$ cat src/rtl/dbg_evt_pkg.sv
package dbg_evt_pkg;

  localparam int unsigned SEL_W = 8;
  localparam int unsigned VEC_W = 64;

  localparam logic [3:0] K_RNG_LO  = 4'd0;
  localparam logic [3:0] K_RNG_HI  = 4'd1;
  localparam logic [3:0] K_RNG_MD  = 4'd2;
  localparam logic [3:0] K_DAT_PAT = 4'd3;
  localparam logic [3:0] K_DAT_MSK = 4'd4;
  localparam logic [3:0] K_CNT_CTL = 4'd5;
  localparam logic [3:0] K_CNT_LIM = 4'd6;
  localparam logic [3:0] K_OUT_CTL = 4'd7;

  function automatic logic in_window(input logic [63:0] v,
                                     input logic [63:0] lo,
                                     input logic [63:0] hi);
    return (v >= lo) && (v <= hi);
  endfunction

  function automatic logic masked_eq(input logic [63:0] d,
                                     input logic [63:0] pat,
                                     input logic [63:0] msk);
    return ((d ^ pat) & msk) == 64'd0;
  endfunction

  function automatic logic sel_pick(input logic [SEL_W-1:0] sel,
                                    input logic [VEC_W-1:0] vec,
                                    input int unsigned      nev);
    if (sel == '0 || int'(sel) > nev) return 1'b0;
    return vec[6'(sel - 8'd1)];
  endfunction

  function automatic logic idx_pick(input logic [VEC_W-1:0] vec,
                                    input logic [3:0]       idx,
                                    input int unsigned      n);
    if (int'(idx) >= n) return 1'b0;
    return vec[idx];
  endfunction

endpackage

$ cat src/rtl/dbg_evt_window.sv
module dbg_evt_window #(
  parameter int unsigned AW = 32
) (
  input  logic [AW-1:0] ip_i,
  input  logic          ip_valid_i,
  input  logic [AW-1:0] maddr_i,
  input  logic          maddr_valid_i,
  input  logic [AW-1:0] lo_i,
  input  logic [AW-1:0] hi_i,
  input  logic          on_mem_i,
  output logic          hit_o
);
  import dbg_evt_pkg::*;

  logic [AW-1:0] watched;
  logic          watched_v;

  always_comb begin
    watched   = on_mem_i ? maddr_i : ip_i;
    watched_v = on_mem_i ? maddr_valid_i : ip_valid_i;
    hit_o     = watched_v && in_window(64'(watched), 64'(lo_i), 64'(hi_i));
  end
endmodule

$ cat src/rtl/dbg_evt_match.sv
module dbg_evt_match #(
  parameter int unsigned DW = 32
) (
  input  logic [DW-1:0] data_i,
  input  logic          valid_i,
  input  logic [DW-1:0] pat_i,
  input  logic [DW-1:0] msk_i,
  output logic          hit_o
);
  import dbg_evt_pkg::*;

  always_comb hit_o = valid_i && masked_eq(64'(data_i), 64'(pat_i), 64'(msk_i));
endmodule

$ cat src/rtl/dbg_evt_counter.sv
module dbg_evt_counter #(
  parameter int unsigned CW = 16
) (
  input  logic          clk,
  input  logic          rst_n,
  input  logic          clr_i,
  input  logic          ev_i,
  input  logic [CW-1:0] limit_i,
  input  logic          restart_i,
  output logic          pulse_o
);
  logic [CW-1:0] cnt_q;
  logic          pulse_q;
  logic          armed;
  logic          reach;

  always_comb begin
    armed = (limit_i != '0) && (cnt_q != limit_i);
    reach = (cnt_q + CW'(1)) == limit_i;
  end

  always_ff @(posedge clk or negedge rst_n) begin
    if (!rst_n) begin
      cnt_q   <= '0;
      pulse_q <= 1'b0;
    end else if (clr_i) begin
      cnt_q   <= '0;
      pulse_q <= 1'b0;
    end else begin
      pulse_q <= 1'b0;
      if (ev_i && armed) begin
        if (reach) begin
          pulse_q <= 1'b1;
          cnt_q   <= restart_i ? '0 : limit_i;
        end else begin
          cnt_q <= cnt_q + CW'(1);
        end
      end
    end
  end

  assign pulse_o = pulse_q;
endmodule

$ cat src/rtl/dbg_evt_trigger.sv
module dbg_evt_trigger #(
  parameter int unsigned AW    = 32,
  parameter int unsigned DW    = 32,
  parameter int unsigned NR    = 2,
  parameter int unsigned ND    = 2,
  parameter int unsigned NC    = 2,
  parameter int unsigned CW    = 16,
  parameter int unsigned CFG_W = 32
) (
  input  logic             clk,
  input  logic             rst_n,
  input  logic [AW-1:0]    ip_i,
  input  logic             ip_valid_i,
  input  logic [AW-1:0]    maddr_i,
  input  logic             maddr_valid_i,
  input  logic [DW-1:0]    mdata_i,
  input  logic             mdata_valid_i,
  input  logic             cfg_we_i,
  input  logic [7:0]       cfg_addr_i,
  input  logic [CFG_W-1:0] cfg_wdata_i,
  input  logic             clear_i,
  output logic             brk_o,
  output logic             trace_o
);
  import dbg_evt_pkg::*;

  localparam int unsigned NEV     = NR + ND + NC;
  localparam int unsigned SEL_AND = NEV + 1;
  localparam int unsigned OFF_D   = NR;
  localparam int unsigned OFF_C   = NR + ND;

  logic [3:0] wr_kind;
  logic [3:0] wr_idx;
  assign wr_kind = cfg_addr_i[7:4];
  assign wr_idx  = cfg_addr_i[3:0];

  // settings
  logic [AW-1:0]    rng_lo_q  [NR];
  logic [AW-1:0]    rng_hi_q  [NR];
  logic             rng_mem_q [NR];
  logic [DW-1:0]    dat_pat_q [ND];
  logic [DW-1:0]    dat_msk_q [ND];
  logic [SEL_W-1:0] cnt_src_q [NC];
  logic [3:0]       cnt_ar_q  [NC];
  logic [3:0]       cnt_ad_q  [NC];
  logic             cnt_rs_q  [NC];
  logic [CW-1:0]    cnt_lim_q [NC];
  logic             brk_en_q;
  logic [SEL_W-1:0] brk_sel_q;
  logic [SEL_W-1:0] tr_set_q;
  logic [SEL_W-1:0] tr_clr_q;

  // named internal events
  logic [NR-1:0]    range_hit;
  logic [ND-1:0]    data_hit;
  logic [NC-1:0]    cnt_hit;
  logic [NC-1:0]    cnt_ev;
  logic [VEC_W-1:0] evt_all;
  logic             brk_ev;
  logic             tr_set_ev;
  logic             tr_clr_ev;
  logic             brk_q;
  logic             trace_q;

  for (genvar r = 0; r < NR; r++) begin : g_rng
    always_ff @(posedge clk or negedge rst_n) begin
      if (!rst_n) begin
        rng_lo_q[r]  <= '0;
        rng_hi_q[r]  <= '0;
        rng_mem_q[r] <= 1'b0;
      end else if (cfg_we_i && int'(wr_idx) == r) begin
        if (wr_kind == K_RNG_LO) rng_lo_q[r]  <= cfg_wdata_i[AW-1:0];
        if (wr_kind == K_RNG_HI) rng_hi_q[r]  <= cfg_wdata_i[AW-1:0];
        if (wr_kind == K_RNG_MD) rng_mem_q[r] <= cfg_wdata_i[0];
      end
    end

    dbg_evt_window #(.AW(AW)) u_win (
      .ip_i          (ip_i),
      .ip_valid_i    (ip_valid_i),
      .maddr_i       (maddr_i),
      .maddr_valid_i (maddr_valid_i),
      .lo_i          (rng_lo_q[r]),
      .hi_i          (rng_hi_q[r]),
      .on_mem_i      (rng_mem_q[r]),
      .hit_o         (range_hit[r])
    );
  end

  for (genvar d = 0; d < ND; d++) begin : g_dat
    always_ff @(posedge clk or negedge rst_n) begin
      if (!rst_n) begin
        dat_pat_q[d] <= '0;
        dat_msk_q[d] <= '0;
      end else if (cfg_we_i && int'(wr_idx) == d) begin
        if (wr_kind == K_DAT_PAT) dat_pat_q[d] <= cfg_wdata_i[DW-1:0];
        if (wr_kind == K_DAT_MSK) dat_msk_q[d] <= cfg_wdata_i[DW-1:0];
      end
    end

    dbg_evt_match #(.DW(DW)) u_match (
      .data_i  (mdata_i),
      .valid_i (mdata_valid_i),
      .pat_i   (dat_pat_q[d]),
      .msk_i   (dat_msk_q[d]),
      .hit_o   (data_hit[d])
    );
  end

  always_comb begin
    evt_all = '0;
    evt_all[OFF_D-1:0]  = range_hit;
    evt_all[OFF_D +: ND] = data_hit;
    evt_all[OFF_C +: NC] = cnt_hit;
  end

  for (genvar c = 0; c < NC; c++) begin : g_cnt
    always_ff @(posedge clk or negedge rst_n) begin
      if (!rst_n) begin
        cnt_src_q[c] <= '0;
        cnt_ar_q[c]  <= '0;
        cnt_ad_q[c]  <= '0;
        cnt_rs_q[c]  <= 1'b0;
        cnt_lim_q[c] <= '0;
      end else if (cfg_we_i && int'(wr_idx) == c) begin
        if (wr_kind == K_CNT_CTL) begin
          cnt_src_q[c] <= cfg_wdata_i[7:0];
          cnt_ar_q[c]  <= cfg_wdata_i[11:8];
          cnt_ad_q[c]  <= cfg_wdata_i[15:12];
          cnt_rs_q[c]  <= cfg_wdata_i[16];
        end
        if (wr_kind == K_CNT_LIM) cnt_lim_q[c] <= cfg_wdata_i[CW-1:0];
      end
    end

    always_comb begin
      if (int'(cnt_src_q[c]) == SEL_AND)
        cnt_ev[c] = idx_pick(VEC_W'(range_hit), cnt_ar_q[c], NR)
                  & idx_pick(VEC_W'(data_hit),  cnt_ad_q[c], ND);
      else
        cnt_ev[c] = sel_pick(cnt_src_q[c], evt_all, NEV);
    end

    dbg_evt_counter #(.CW(CW)) u_cnt (
      .clk       (clk),
      .rst_n     (rst_n),
      .clr_i     (clear_i),
      .ev_i      (cnt_ev[c]),
      .limit_i   (cnt_lim_q[c]),
      .restart_i (cnt_rs_q[c]),
      .pulse_o   (cnt_hit[c])
    );
  end

  always_ff @(posedge clk or negedge rst_n) begin
    if (!rst_n) begin
      brk_en_q  <= 1'b0;
      brk_sel_q <= '0;
      tr_set_q  <= '0;
      tr_clr_q  <= '0;
    end else if (cfg_we_i && wr_kind == K_OUT_CTL && wr_idx == 4'd0) begin
      brk_en_q  <= cfg_wdata_i[0];
      brk_sel_q <= cfg_wdata_i[15:8];
      tr_set_q  <= cfg_wdata_i[23:16];
      tr_clr_q  <= cfg_wdata_i[31:24];
    end
  end

  always_comb begin
    brk_ev    = sel_pick(brk_sel_q, evt_all, NEV);
    tr_set_ev = sel_pick(tr_set_q,  evt_all, NEV);
    tr_clr_ev = sel_pick(tr_clr_q,  evt_all, NEV);
  end

  always_ff @(posedge clk or negedge rst_n) begin
    if (!rst_n) begin
      brk_q   <= 1'b0;
      trace_q <= 1'b0;
    end else begin
      brk_q <= brk_en_q && brk_ev;
      if (clear_i || tr_clr_ev) trace_q <= 1'b0;
      else if (tr_set_ev)       trace_q <= 1'b1;
    end
  end

  assign brk_o   = brk_q;
  assign trace_o = trace_q;
endmodule

$ cat config.mk
export PLATFORM = sky130hd
export DESIGN_NAME = dbg_evt_trigger
export DESIGN_NICKNAME = d
export VERILOG_FILES = /design/src/rtl/dbg_evt_pkg.sv /design/src/rtl/dbg_evt_window.sv /design/src/rtl/dbg_evt_match.sv /design/src/rtl/dbg_evt_counter.sv /design/src/rtl/dbg_evt_trigger.sv
export SDC_FILE = /design/constraint.sdc
export NUM_CORES = 1
export LEC_CHECK = 0
export ABC_CLOCK_PERIOD_IN_PS = 4650
export BUFFER_PORTS_ARGS = -buffer_cell sky130_fd_sc_hd__buf_2
export CAP_MARGIN = 20
export CORE_UTILIZATION = 45
export DETAILED_ROUTE_END_ITERATION = 10
export PLACE_DENSITY = 0.63
export SYNTH_ARGS = -nofsm -noshare
export SYNTH_HDL_FRONTEND = slang
export SYNTH_SLANG_ARGS = --single-unit
$ cat constraint.sdc
create_clock -name clk -period 4.65 [get_ports clk]
set_clock_uncertainty 0.15 [all_clocks]
set_input_delay 0.2325 -clock clk [delete_from_list [all_inputs] [get_ports clk]]
set_output_delay 0.2325 -clock clk [all_outputs]
set_load 0.01 [all_outputs]
== Word-level counts from Yosys, hierarchy flattened ==
Index checks and enable logic that the tools add are counted.

* Reductions and logical operators: 50
* Order comparisons: 22
* Add/sub/neg operators: 7
* Mux-type cells: 77
* Equal/unequal tests: 14
* Bitwise gates (word level): 6

{| class="wikitable"
|+ Operator list
! kind !! number
|-
| 64-bit by 32-bit AND with 64-bit output || 2
|-
| 64-bit zero test || 2
|-
| 16-bit 2-to-1 mux || 8
|-
| 32-bit >= comparator || 2
|-
| 32-bit less-or-equal comparator || 2
|-
| 32-bit 2-to-1 mux || 2
|-
| 32-bit XOR || 2
|-
| 1-bit 2-to-1 mux || 58
|-
| 8-bit by 3-bit greater-than comparator with 1-bit output, second input constant || 5
|-
| 8-bit zero test || 5
|-
| 6-bit by 7-bit less-than comparator with 1-bit output, second input constant || 5
|-
| 16-bit by 1-bit adder with 16-bit output, second input constant || 2
|-
| 16-bit == test || 2
|-
| 16-bit != test || 2
|-
| 16-bit nonzero test || 2
|-
| 1-bit binary-select mux with 6-bit select || 5
|-
| 6-bit by 1-bit subtractor with 6-bit output, second input constant || 5
|-
| 4-bit by 7-bit less-than comparator with 1-bit output, second input constant || 4
|-
| 2-bit AND reduction || 14
|-
| 1-bit binary-select mux with 4-bit select || 4
|-
| 4-bit by 3-bit == test with 1-bit output, second input constant || 4
|-
| 8-bit by 3-bit == test with 1-bit output, second input constant || 2
|-
| 4-bit by 2-bit >= comparator with 1-bit output, second input constant || 4
|-
| 1-bit logical AND || 15
|-
| 6 further kinds || 18
|}

* Flip-flop bits (word level): 385
* Logic and storage cells: 206
* Output and inout bits: 2

== Longest topological paths before layout ==
* Word-level depth: 13
* Depth in mapped cells: 16

== By module ==
A second synthesis with hierarchy kept.

* Cells, all modules: 1,967
* Area, all modules: 22,636.7 µm²

{| class="wikitable"
|+ Modules (own cells, without submodules)
! module !! area an instance (µm²) !! times used !! cells an instance !! sequential area each (µm²)
|-
| dbg_evt_trigger || 13,918.3 || 1 || 881 || 8,783.4
|-
| dbg_evt_counter || 1,891.8 || 2 || 229 || 425.4
|-
| dbg_evt_window (g_rng[1].u_win) || 2,029.4 || 1 || 262 || 0.0
|-
| dbg_evt_window (g_rng[0].u_win) || 1,996.9 || 1 || 260 || 0.0
|-
| dbg_evt_match || 454.2 || 2 || 53 || 0.0
|}

== Worst setup path after synthesis ==
Ideal clock, no wire load.

* Path kind: reg-to-reg
* Start point: register rng_mem_q[0] in the netlist's numbering
* End point: register g_cnt[1].u_cnt.cnt_q[10]
* Stages on the path, launching flop included: 17
* Data arrival time: 3.929 ns
* Clock period less this slack: 4.172 ns
* Setup time: 0.094 ns
* Path buffers: 4
* Slack: 0.478 ns
* Cell sequence: dfrtp_1 -> buf_2 -> buf_1 -> mux2_2 -> ha_1 -> nand4_1 -> or4_1 -> a221oi_2 -> or3_1 -> a21oi_1 -> or2_0 -> buf_2 -> mux2_4 -> o31ai_4 -> buf_6 -> o21ai_1 -> a221oi_2

* Cells in the longest elaborated chain, start to end: 12
* Elaborated cells between the ends (all ways): 17
* Classes of those cells: order compare: 2; mux: 10; bitwise: 1; reduce/logical: 4

{| class="wikitable"
|+ Ends and longest elaborated chain
! what !! RTL line !! RTL
|-
| start: declaration || dbg_evt_trigger.sv:40 || <nowiki>logic rng_mem_q [NR];</nowiki>
|-
| start signal: indexed assignment || dbg_evt_trigger.sv:74 || <nowiki>if (wr_kind == K_RNG_MD) rng_mem_q[r] <= cfg_wdata_i[0];</nowiki>
|-
| 32-bit 2-to-1 mux || dbg_evt_window.sv:19 || <nowiki>watched = on_mem_i ? maddr_i : ip_i;</nowiki>
|-
| 32-bit >= comparator or 32-bit less-or-equal comparator (tied branches) || dbg_evt_pkg.sv:18 || <nowiki>return (v >= lo) && (v <= hi);</nowiki>
|-
| 1-bit logical AND || dbg_evt_pkg.sv:18 ||
|-
| 1-bit logical AND * || dbg_evt_window.sv:21 || <nowiki>hit_o = watched_v && in_window(64'(watched), 64'(lo_i), 64'(hi_i));</nowiki>
|-
| 1-bit binary-select mux with 4-bit select || dbg_evt_pkg.sv:38 || <nowiki>return vec[idx];</nowiki>
|-
| 1-bit 2-to-1 mux (implied by the code) || dbg_evt_pkg.sv:38 ||
|-
| 1-bit 2-to-1 mux || dbg_evt_pkg.sv:38 ||
|-
| 1-bit 2-to-1 mux || dbg_evt_trigger.sv:137 || <nowiki>if (int'(cnt_src_q[c]) == SEL_AND)</nowiki>
|-
| 1-bit AND || dbg_evt_trigger.sv:139 || <nowiki>& idx_pick(VEC_W'(data_hit), cnt_ad_q[c], ND);</nowiki>
|-
| 1-bit 2-to-1 mux * || dbg_evt_trigger.sv:137 ||
|-
| 1-bit logical AND * || dbg_evt_counter.sv:31 || <nowiki>if (ev_i && armed) begin</nowiki>
|-
| 2-bit nonzero test (no source line) * || - ||
|-
| end signal: assignment || dbg_evt_counter.sv:34 || <nowiki>cnt_q <= restart_i ? '0 : limit_i;</nowiki>
|-
| end signal: assignment || dbg_evt_counter.sv:36 || <nowiki>cnt_q <= cnt_q + CW'(1);</nowiki>
|-
| end: declaration || dbg_evt_counter.sv:12 || <nowiki>logic [CW-1:0] cnt_q;</nowiki>
|}

Mark *: on every way between the ends. The rest lies on a longest branch, timed or not. The select of a mux whose other input is x is not followed.
A chain may end at the register's enable or synchronous reset.

== Final worst setup path ==
* Start point: register rng_mem_q[0] in the netlist's numbering
* End point: register g_cnt[1].u_cnt.cnt_q[8]

The elaborated chain is that of the path after synthesis.

==> out/metrics.yaml <==
clock_latency_ps: 610
start_util_pct: 45.8
final_antenna_net_count: 0
end_kind: "flop"
final_cell_mix: "mux2_2 (409), dfrtp_1 (385), inv_1 (163)"
worstMarginPinSlew_ps: 966
synth_top_family_by_area: "multiplexers"
outcome: "complete, but fails checks"
power.density_mw_per_mm2: 326
path_buf_inv: 3
crit_chain: "buf_12 > mux2_2 > ha_1 > nand4_1 > or4_1 > a221oi_2 > or3_1 > a21oi_1 > or2_0 > buf_4 > mux2_4 > o31ai_4 > buf_8 > o21ai_0 > a221oi_1"
placed_area_mm2: 0.0239
die_y_um: 225
startpoint_type: "flop"
clk_pin_slew_worst_paths_ps: 60
drc: 0
hold_ws_ps: -13.2
core_mm2: 0.0491
htreeDepth: 2
ys.flop_type: "dfrtp_1"
maxSlewViolCount: 0
cts_sinks: 385
crit_end: "g_cnt[1].u_cnt.cnt_q[8]"
r2r_end: "g_cnt[1].u_cnt.cnt_q[8]"
cpPeakStageDelay_ps: 580
violations: "hold timing"
synth_xor_area_share_pct: 4.72
first_pass_iters: 5
clockBufferDepth: 3
setup_viol: 0
postLayoutCoreUtil_pct: 52.4
synthMuxAreaShare_pct: 21.5
root_buffer: "clkbuf_16"
max_freq_mhz: 226
syn-cell-area_mm2: 0.0225
power.total_mw: 8.37
synthArstFlopShare_pct: 100
synth-simple-area-share_pct: 9.13
ys_warn_count: 0
setup_ws_ps: 229
vias_per_cell: 5.73
synth_compound_area_share_pct: 9.30
grt_first_pass_wirelength_um: 98800
rows: 81
rr_startpoint: "rng_mem_q[0]"
vdd_drop_max_mv: 0.257
grt_usage_pct: 25.3
ff2ff_path_depth: 15
crit_fanout: 28
path_delay_family: "simple AND/OR/NAND/NOR gates"
gp_congestion: 0.934
nNetsFinal: 2491
portBuffers: 144
routed_wl_um: 62900
antenna_cells: 0
crit_slowest_cell: "or4_1"
rrSetupSlack_ps: 230
synthCells: 2057
final_common_cell: "mux2_2"
synth_edf_count: 0
die-area_mm2: 0.0508
grt_pass1_vias: 17100
synth-adder-area-share_pct: 8.02
cts_tree: "done"
pre_cts_slack_ps: 73.6
layout_min_cycle_time_ps: 4420
area_growth_pct: 14.4
critPathRequiredTime_ps: 4980
fin_area_mm2: 0.0257
ios: 145
syn_avg_cell_area_um2: 10.9
min_period_over_period_pct: 95.1
max_slew_margin_pct: 35.6
dp.cells: 2797
cap_viol_max_count: 0
overflow: 0
hp-class: "in -> reg"
drtIter0Drc: 1086
synth_cell_types: 71
synthesis.nets: 2344
antenna_found_initial: 0
post-dp-hpwl_um: 45200
arrival_ps: 4750
wl_per_cell_um: 21.7
power.leakage_nw: 12.2
die_x_um: 225
via_count: 16600
ys_seq_area_share_pct: 42.9
synth_seq_cells: 385
critPathLaunch: "rng_mem_q[0]"
grt_max_degree: 118
cp_num_cells: 15
finalHoldViolations: 1
critical_path_class: "reg -> reg"
drive_gt1_share_pct: 30.5
layout.cells.non_filler: 2903
cts_buffers: 44
-- how the worst min path moves through the flow --
stage                              start           end  slack (ps)  cells after the start
after floorplan                    rst_n      brk_en_q        -210                      0
after global placement             rst_n   rng_lo_q[4]         240                      1
after detailed placement           rst_n   rng_lo_q[4]         260                      1
after CTS                  cfg_addr_i[6]  rng_mem_q[0]         0.5                      4
after global routing      cfg_wdata_i[2]  cnt_lim_q[2]           2                      3
final                     cfg_wdata_i[2]  cnt_lim_q[2]         -10                      3
-- flip-flops by register name, indices dropped and copies added, names as in the netlist --
register / count
brk_en_q: 1
brk_o: 1
brk_sel_q: 8
cnt_ad_q: 8
cnt_ar_q: 8
cnt_lim_q: 32
cnt_rs_q: 2
cnt_src_q: 16
dat_msk_q: 64
dat_pat_q: 64
g_cnt.u_cnt.cnt_q: 32
g_cnt.u_cnt.pulse_o: 2
rng_hi_q: 64
rng_lo_q: 64
rng_mem_q: 2
tr_clr_q: 8
tr_set_q: 8
trace_o: 1
-- report_power, final --
| part | internal (mW) | switching (mW) |
|---|---|---|
| Sequential | 3.51 | 0.129 |
| Clock | 2.05 | 1.50 |
| Combinational | 0.496 | 0.691 |
-- final cells by class --
cell class / count / area, µm²
Fill cell: 4310 / 23300
Multi-Input combinational cell: 1414 / 11900
Sequential cell: 385 / 9630
Timing Repair Buffer: 196 / 1280
Clock buffer: 62 / 1240
Tap cell: 664 / 831
Inverter: 163 / 612
Clock inverter: 19 / 228
-- routing by layer --
metal	share of wire, %	global-route usage [%]
met1	45	34.1
met4	2.9	7.81
met5	0	0
met3	3.9	3.29
met2	48	42.4
-- worst min-delay path, cell delays in order --
cell	delay [ps]
buf_2	250
nand2_1	110
o21ai_0	80
-- through the flow --
step | TNS, ps | hold slack, ps
after floorplan | 0 | -213
after global placement | 0 | 244
after detailed placement | 0 | 260
after CTS | 0 | 0.468
after global routing | -1.41 | 2.07
final | 0 | -13.2
-- synthesized netlist by cell type (all sizes together) (19+ instances only) --
master / count / share of area, %
o21ai: 75 / 1.7
dfrtp: 385 / 43
nor2: 56 / 0.94
inv: 163 / 2.7
clkbuf: 52 / 0.87
nand3: 43 / 0.96
nor2b: 27 / 0.75
nand4: 49 / 1.4
a22oi: 44 / 1.5
xor2: 89 / 3.5
xnor2: 32 / 1.2
nand2: 116 / 1.9
buf: 43 / 0.82
a21oi: 90 / 2.0
mux2: 410 / 21
nor3: 22 / 0.49
mux2i: 19 / 0.85
nor4: 29 / 0.86
ha: 144 / 8.0
-- cell families (layout without fill, tap and decap cells) --
group,Yosys count,in the layout
buf+inv,258,440
fa+ha+maj,144,144
flops,385,385
mux,430,430
simple gates,399,399
xor+xnor,121,121
compound gates,320,320
-- repair_timing --
action                                  in CTS  in global routing
setup buffers                                0                  0
endpoints found under the hold margin      238                  0
resized for setup                            0                  5
endpoints found under the setup margin       0                 19
hold buffers                                22                  0
(Power assumes the default switching activity.)
